File: src/rtl/fifo_trig_pkg.sv
package fifo_trig_pkg;

    localparam int CNT_W     = 8;
    localparam int LEG_DEPTH = 32;
    localparam int EXT_DEPTH = 128;

    typedef logic [CNT_W-1:0] cnt_t;

    typedef enum logic [1:0] {
        MODE_OFF = 2'd0,
        MODE_LEG = 2'd1,
        MODE_EXT = 2'd2
    } fifo_mode_e;

    typedef struct packed {
        cnt_t rx;
        cnt_t tx;
    } thr_t;

    function automatic cnt_t rx_leg_lvl(input logic [1:0] code);
        case (code)
            2'd0:    return cnt_t'(8);
            2'd1:    return cnt_t'(16);
            2'd2:    return cnt_t'(24);
            default: return cnt_t'(28);
        endcase
    endfunction

    function automatic cnt_t tx_leg_lvl(input logic [1:0] code);
        case (code)
            2'd0:    return cnt_t'(16);
            2'd1:    return cnt_t'(8);
            2'd2:    return cnt_t'(24);
            default: return cnt_t'(30);
        endcase
    endfunction

    function automatic cnt_t ext_lvl(input cnt_t v);
        if (v == '0)
            return cnt_t'(1);
        else if (int'(v) > EXT_DEPTH)
            return cnt_t'(EXT_DEPTH);
        else
            return v;
    endfunction

    function automatic cnt_t depth_of(input fifo_mode_e m);
        case (m)
            MODE_LEG: return cnt_t'(LEG_DEPTH);
            MODE_EXT: return cnt_t'(EXT_DEPTH);
            default:  return cnt_t'(1);
        endcase
    endfunction

endpackage

File: src/rtl/ftc_mode_detect.sv
module ftc_mode_detect
    import fifo_trig_pkg::*;
(
    input  logic       clk,
    input  logic       rst,
    input  logic       fifo_en,
    input  logic       lvl_any,
    output fifo_mode_e mode_now,
    output fifo_mode_e mode_q,
    output logic       flush_q
);

    always_comb begin
        if (!fifo_en)
            mode_now = MODE_OFF;
        else if (lvl_any)
            mode_now = MODE_EXT;
        else
            mode_now = MODE_LEG;
    end

    always_ff @(posedge clk) begin
        if (rst) begin
            mode_q  <= MODE_OFF;
            flush_q <= 1'b0;
        end else begin
            mode_q  <= mode_now;
            flush_q <= (mode_now != mode_q);
        end
    end

    // a disabled FIFO never reports an extended mode
    a_r9_off_mode: assert property (@(posedge clk) disable iff (rst)
        !fifo_en |=> (mode_q == MODE_OFF));

endmodule

File: src/rtl/ftc_level_sel.sv
module ftc_level_sel
    import fifo_trig_pkg::*;
(
    input  logic       clk,
    input  logic       rst,
    input  fifo_mode_e mode_now,
    input  fifo_mode_e mode_q,
    input  logic       enh_en,
    input  logic [1:0] rx_code,
    input  logic [1:0] tx_code,
    input  cnt_t       lvl_rx,
    input  cnt_t       lvl_tx,
    output thr_t       thr_q
);

    cnt_t tx_leg_q;
    cnt_t tx_leg_next;
    thr_t thr_next;

    assign tx_leg_next = enh_en ? tx_leg_lvl(tx_code) : tx_leg_q;

    always_comb begin
        case (mode_now)
            MODE_LEG: begin
                thr_next.rx = rx_leg_lvl(rx_code);
                thr_next.tx = tx_leg_next;
            end
            MODE_EXT: begin
                thr_next.rx = ext_lvl(lvl_rx);
                thr_next.tx = ext_lvl(lvl_tx);
            end
            default: begin
                thr_next.rx = cnt_t'(1);
                thr_next.tx = '0;
            end
        endcase
    end

    always_ff @(posedge clk) begin
        if (rst) begin
            tx_leg_q <= cnt_t'(16);
            thr_q    <= '{rx: cnt_t'(1), tx: '0};
        end else begin
            tx_leg_q <= tx_leg_next;
            thr_q    <= thr_next;
        end
    end

    // without the enable bit the legacy TX threshold does not move
    a_r4_tx_hold: assert property (@(posedge clk) disable iff (rst)
        (!enh_en && mode_now == MODE_LEG && mode_q == MODE_LEG) |=> $stable(thr_q.tx));

endmodule

File: src/rtl/ftc_trig_cmp.sv
module ftc_trig_cmp
    import fifo_trig_pkg::*;
(
    input  cnt_t rx_count,
    input  cnt_t tx_count,
    input  thr_t thr,
    output logic rx_trig,
    output logic tx_trig
);

    assign rx_trig = (rx_count >= thr.rx);
    assign tx_trig = (tx_count <= thr.tx);

endmodule

File: src/rtl/fifo_trig_ctrl.sv
module fifo_trig_ctrl
    import fifo_trig_pkg::*;
(
    input  logic       clk,
    input  logic       rst,
    input  logic       fifo_en,
    input  logic [1:0] rx_code,
    input  logic [1:0] tx_code,
    input  logic       enh_en,
    input  logic [7:0] lvl_tx,
    input  logic [7:0] lvl_rx,
    input  logic [7:0] flow_hi,
    input  logic [7:0] flow_lo,
    input  logic [7:0] rx_count,
    input  logic [7:0] tx_count,
    output logic       rx_trig,
    output logic       tx_trig,
    output logic [7:0] depth,
    output logic       flush
);

    fifo_mode_e mode_now;
    fifo_mode_e mode_q;
    thr_t       thr_q;
    logic       lvl_any;

    assign lvl_any = |{lvl_tx, lvl_rx, flow_hi, flow_lo};

    ftc_mode_detect u_mode (
        .clk      (clk),
        .rst      (rst),
        .fifo_en  (fifo_en),
        .lvl_any  (lvl_any),
        .mode_now (mode_now),
        .mode_q   (mode_q),
        .flush_q  (flush)
    );

    ftc_level_sel u_lvl (
        .clk      (clk),
        .rst      (rst),
        .mode_now (mode_now),
        .mode_q   (mode_q),
        .enh_en   (enh_en),
        .rx_code  (rx_code),
        .tx_code  (tx_code),
        .lvl_rx   (lvl_rx),
        .lvl_tx   (lvl_tx),
        .thr_q    (thr_q)
    );

    ftc_trig_cmp u_cmp (
        .rx_count (rx_count),
        .tx_count (tx_count),
        .thr      (thr_q),
        .rx_trig  (rx_trig),
        .tx_trig  (tx_trig)
    );

    assign depth = depth_of(mode_q);

    // every change of depth comes with a flush, and every flush with a depth change
    a_r7_flush_on_change: assert property (@(posedge clk) disable iff (rst)
        (depth != $past(depth)) |-> flush);
    a_r7_change_on_flush: assert property (@(posedge clk) disable iff (rst)
        flush |-> (depth != $past(depth)));
    // legacy RX threshold is one of the four coded levels
    a_r3_legacy_rx_set: assert property (@(posedge clk) disable iff (rst)
        (depth == 8'd32) |-> (thr_q.rx inside {8'd8, 8'd16, 8'd24, 8'd28}));
    // extended thresholds stay within 1..128
    a_r5_ext_range: assert property (@(posedge clk) disable iff (rst)
        (depth == 8'd128) |-> (thr_q.rx >= 8'd1 && thr_q.rx <= 8'd128 &&
                               thr_q.tx >= 8'd1 && thr_q.tx <= 8'd128));
    // an empty RX FIFO never triggers
    a_r6_empty_rx_quiet: assert property (@(posedge clk) disable iff (rst)
        (rx_count == 8'd0) |-> !rx_trig);

endmodule

File: config.mk
export PLATFORM = sky130hd
export DESIGN_NAME = fifo_trig_ctrl
export DESIGN_NICKNAME = d
export VERILOG_FILES = /design/src/rtl/fifo_trig_pkg.sv /design/src/rtl/ftc_mode_detect.sv /design/src/rtl/ftc_level_sel.sv /design/src/rtl/ftc_trig_cmp.sv /design/src/rtl/fifo_trig_ctrl.sv
export SDC_FILE = /design/constraint.sdc
export NUM_CORES = 1
export LEC_CHECK = 0
export ABC_CLOCK_PERIOD_IN_PS = 2600
export CAP_MARGIN = 10
export CORE_ASPECT_RATIO = 0.5
export CORE_MARGIN = 2
export CORE_UTILIZATION = 38
export CTS_CLUSTER_SIZE = 12
export DETAILED_ROUTE_END_ITERATION = 6
export GPL_ROUTABILITY_DRIVEN = 0
export PLACE_DENSITY = 0.81
export SYNTH_ARGS = -nofsm -noshare
export SYNTH_HDL_FRONTEND = slang
export SYNTH_HIERARCHICAL = 1
export SYNTH_SLANG_ARGS = --single-unit
File: constraint.sdc
create_clock -name clk -period 2.6 [get_ports clk]
set_clock_uncertainty 0.05 [all_clocks]
set_input_delay 0.78 -clock clk [delete_from_list [all_inputs] [get_ports clk]]
set_output_delay 0.78 -clock clk [all_outputs]
set_load 0.01 [all_outputs]
# Word-level counts from Yosys, hierarchy flattened
# Cells that the tools add are included.
[op_classes]
n_lt_le_gt_ge = 4
eq_ne = 9
n_mux = 11
reduce_logical = 5
[ops]
columns = ["cell", "count"]
rows = [
  ["$mux 8", 5],
  ["$pmux 16 s2", 1],
  ["$reduce_or 32->1", 1],
  ["$pmux 5 s3", 2],
  ["$gt 8x8->1 const B", 2],
  ["$logic_not 8->1", 2],
  ["$pmux 8 s2", 1],
  ["$eq 2x1->1 const B", 4],
  ["$eq 2x2->1 const B", 4],
  ["$ge 8x8->1", 1],
  ["$le 8x8->1", 1],
  ["$logic_not 2->1", 2],
  ["$mux 2", 2],
  ["$ne 2x2->1", 1],
]
[totals]
reg_bits = 27
input_bits = 56
output_inout_bits = 11

# Longest topological paths before layout
[logic_depth]
ltp_word = 5
depth_mapped = 9

# Hierarchy
# The synthesis kept the hierarchy.
[by_module_without_submodules]
columns = ["mod", "n_inst", "cells_per_inst", "area_per_inst_um2", "seq_area_each_um2"]
rows = [
  ["ftc_level_sel", 1, 91, 875.8, 480.5],
  ["ftc_trig_cmp", 1, 51, 390.4, 0.0],
  ["fifo_trig_ctrl", 1, 21, 148.9, 0.0],
  ["ftc_mode_detect", 1, 11, 122.6, 60.1],
]

# Worst setup path after synthesis
# OpenSTA, ideal clock, no wires.
[synth_timing]
kind = "input to register"
from = "input port flow_lo[0]"
to = "register, netlist name u_lvl/thr_q[0]"
arrival_time_ps = 2573
slack_ps = -108
path_stages = 8
path_cell_list = "nor4_1 -> nand4_1 -> or2_1 -> nor2b_1 -> inv_1 -> ha_1 -> or3b_4 -> o31ai_2"
[synth_via]
elab_chain_len = 5
word_cells_on_any_way = 6
cone_classes = "2 x eq/ne; 3 x mux; 1 x reduce/logical"
[synth_lines]
columns = ["element", "line", "rtl"]
rows = [
  ["from (decl)", "fifo_trig_ctrl.sv:13", "input logic [7:0] flow_lo,"],
  ["$reduce_or 32->1 *", "fifo_trig_ctrl.sv:27", "assign lvl_any = |{lvl_tx, lvl_rx, flow_hi, flow_lo};"],
  ["net lvl_any", "fifo_trig_ctrl.sv:25", "logic lvl_any;"],
  ["$mux 2 *", "ftc_mode_detect.sv:16", "else if (lvl_any)"],
  ["$mux 2 *", "ftc_mode_detect.sv:14", "if (!fifo_en)"],
  ["net mode_now[0]", "fifo_trig_ctrl.sv:22", "fifo_mode_e mode_now;"],
  ["$eq 2x2->1 or $eq 2x1->1 (tied branches)", "n/a", ""],
  ["$pmux 16 s2 *", "ftc_level_sel.sv:23", "case (mode_now)"],
]
# The timed path passes the listed nets; every way through them passes the cells marked *.
# A chain may end at the register's enable or synchronous reset.

# Final worst setup path
[layout_timing]
from = "input port lvl_tx[1]"
to = "register, netlist name u_lvl/thr_q[14]"
[layout_via]
elab_chain_len = 5
word_cells_on_any_way = 6
cone_classes = "2 x eq/ne; 3 x mux; 1 x reduce/logical"
[layout_lines]
columns = ["element", "line", "rtl"]
rows = [
  ["from (decl)", "fifo_trig_ctrl.sv:10", "input logic [7:0] lvl_tx,"],
  ["$reduce_or 32->1 *", "fifo_trig_ctrl.sv:27", ""],
  ["net lvl_any", "fifo_trig_ctrl.sv:25", ""],
  ["$mux 2 *", "ftc_mode_detect.sv:16", ""],
  ["$mux 2 *", "ftc_mode_detect.sv:14", ""],
  ["net mode_now[1]", "fifo_trig_ctrl.sv:22", ""],
  ["$eq 2x2->1 or $eq 2x1->1 (tied branches)", "n/a", ""],
  ["$pmux 16 s2 *", "ftc_level_sel.sv:23", ""],
]
# Marked as above.

==> flow_summary.yaml <==
outcome:
  status: "finished with violations"
  violations: "negative setup slack"
critical_path:
  cp-start-kind: "input port"
  path_class: "in -> reg"
  endpoint_kind: "register"
  crit_arrival_ns: 2.82
  required_ns: 2.78
  path_max_fanout: 4
clock_network:
  cts_root_buf: "clkbuf_8"
  clk_path_buf_depth: 2
  clk_pin_slew_ns: 0.09
  cts.sinks: 27
  clkLatencyLatePin_ns: 0.27
  cts_hold_buf: 0
  htreeDepth: 1
  cts_tree: "yes"
  cts_made_buffers: 3
routing:
  viasPerCell: 4.81
  drc: 0
  drt_iter0_markers: 80
  totalWireLength_mm: 4.24
  drt-pass1-iter-count: 4
  ant_nets: 0
  vias: 1530
  wire_per_inst_um: 13.3
placement:
  dp_hpwl_mm: 3.33
  preCtsSetupSlack_ns: -0.935
  place_area_sq_um: 2400
  port_buffers: 61
sta:
  rsz0062_at_grt: "true"
  finalSetupViolCount: 6
  hold_viol: 0
  fmax_mhz: 379
  timing.final.crit_period_ns: 2.64
  setup_ws_ns: -0.0380
  fin_crit_sh_pct: 101
  slew_viol_final: 0
layout:
  syn2layout_area_growth_pct: 65.5
  fillCellCount: 306
  antenna_cells: 0
  final_area_sq_um: 2540
  drive_gt1_share_pct: 39.0
  final_nets: 341
power_and_ir_drop:
  p_per_area_nw_per_um2: 350
  vdd_drop_max_mv: 0.259
  report.power.total_uw: 892
  power.leakage_uw: 0.00105
floorplan:
  dieWidth_um: 94.0
  initial_core_util_pct: 39.6
  dieArea_sq_um: 4600
  coreArea_sq_um: 3880
  rows: 16
  ios: 67
  die_h_um: 49.0
synthesis:
  synth_edf_count: 0
  yosys.area.top_type_share_pct: 35.2
  syn_inst: 174
  netlist_area_sq_um: 1540
  avgSynthCellArea_sq_um: 8.84
  synthTopCellsByArea: "dfxtp_1 (35%), ha_1 (16%), inv_1 (5.4%)"
  synth_most_common_cell: "dfxtp_1"
  async_flop_share_pct: 0
  yosys.area.top_type: "dfxtp_1"
  synth.ff_latch_count: 27
  ys.flop_type: "dfxtp_1"
  ys_seq_area_share_pct: 35.2
  ys_types: 44
  ys_top_cells_by_count: "dfxtp_1 (27), inv_1 (22), ha_1 (20), nor2_1 (12)"
  ys.warnings.count: 6
global_route:
  antenna_found_initial: 0
  gr-total-overflow: 0
  top_usage_layer: "met2"
  first_global_vias: 1583
  use_met3_pct: 4.64
  grt_pass1_wl_mm: 7.00
  track_usage_pct: 19.2
  grt_max_degree: 17
  grt_use_met2_pct: 33.9
  use_met1_pct: 23.3
flow_run:
  maxCapViolations: 0
hold_path:
  min_path_type: "reg -> reg"
==> critical path, stage by stage <==
cell and delay, ns:
buf_8 0.10, nor4_4 0.32, nand4_1 0.17, or2_4 0.31
and2_4 0.18, ha_4 0.25, or3b_4 0.43, nor2_4 0.14
and2_4 0.15
==> where the power goes <==
group / internal (uW) / switching [uW] / total [uW]
clock: 109 / 132 / 241
sequential: 423 / 3.80 / 427
combinational: 127 / 97.0 / 224
==> kinds of logic after synthesis <==
kind of cell / share of synthesized area, %
AO/OA/AOI/OAI: 14.1
adder cells (fa/ha/maj): 16.3
buffers and inverters: 8.14
flip-flops: 35.2
other: 0.244
AND/OR/NAND/NOR: 26.1
==> placed cells by master (no fill, tap or decap), types with 2 or more instances in the layout <==
cell type and n:
a21o_1 2, a21oi_1 7, a21oi_2 3, and2_1 2, and2_4 2, buf_2 21
buf_4 27, buf_6 5, clkbuf_2 5, clkbuf_8 3, clkdlybuf4s15_1 14, clkdlybuf4s50_1 11
conb_1 5, dfxtp_1 27, dlygate4sd2_1 4, ha_1 9, ha_2 2, ha_4 9
inv_1 20, nand2_1 10, nand3_1 2, nand3b_1 3, nand4_1 4, nor2_1 11
nor2b_1 2, nor3b_1 2, nor4_1 3, nor4_2 6, nor4_4 2, o211ai_1 2
o21ai_0 5, o21ai_1 6
==> layer usage <==
metal | routed length, um | up-vias
met3 | 197 | 8
met4 | 68 | 0
li1 | - | 780
met2 | 2110 | 42
met1 | 1870 | 700
met5 | 0 | -
==> what timing repair did <==
| action | in CTS | in global routing |
|---|---|---|
| cloned | 0 | 0 |
| resized for setup | 167 | 28 |
| setup endpoints to repair | 18 | 18 |
| pin swaps | 45 | 13 |
| endpoints found under the hold margin | 0 | 0 |
| buffers inserted | 3 | 0 |
==> final timing paths <==
path | from | to | slack (ns) | cells after the start
max | lvl_tx[1] | u_lvl/thr_q[14] | -0.04 | 9
min reg2reg | u_lvl/tx_leg_q[7] | u_lvl/tx_leg_q[7] | 0.40 | 2
min | u_lvl/tx_leg_q[7] | u_lvl/tx_leg_q[7] | 0.40 | 2
max reg2reg | u_lvl/tx_leg_q[0] | u_lvl/thr_q[0] | 1.62 | 3
==> flip-flops by register name, summed over array words and instances, names as in the netlist <==
name / count
u_mode/mode_q: 2
u_lvl/thr_q: 16
u_mode/flush_q: 1
u_lvl/tx_leg_q: 8
==> area by class of cell <==
cell class	count	area, sq um	share of cell area, %
clock inverters	1	7.51	0.295
well taps	54	67.6	2.65
flip-flops and latches	27	541	21.2
inverters	22	85.1	3.34
repair buffers	88	689	27.1
clock buffers	3	41.3	1.62
multi-input cells	123	1110	43.8
==> per-stage QoR <==
step	utilization (%)	instances	hold WS, ns	TNS, ns
floorplan	-	178	0.363	0
global placement	61.8	311	0.376	-10.03
detailed placement	61.8	311	0.381	-12.09
CTS	64.1	318	0.394	-0.362
global route	65.5	318	0.439	-0.344
finish	65.5	318	0.398	-0.134
Power figures use the tool's default switching activity.
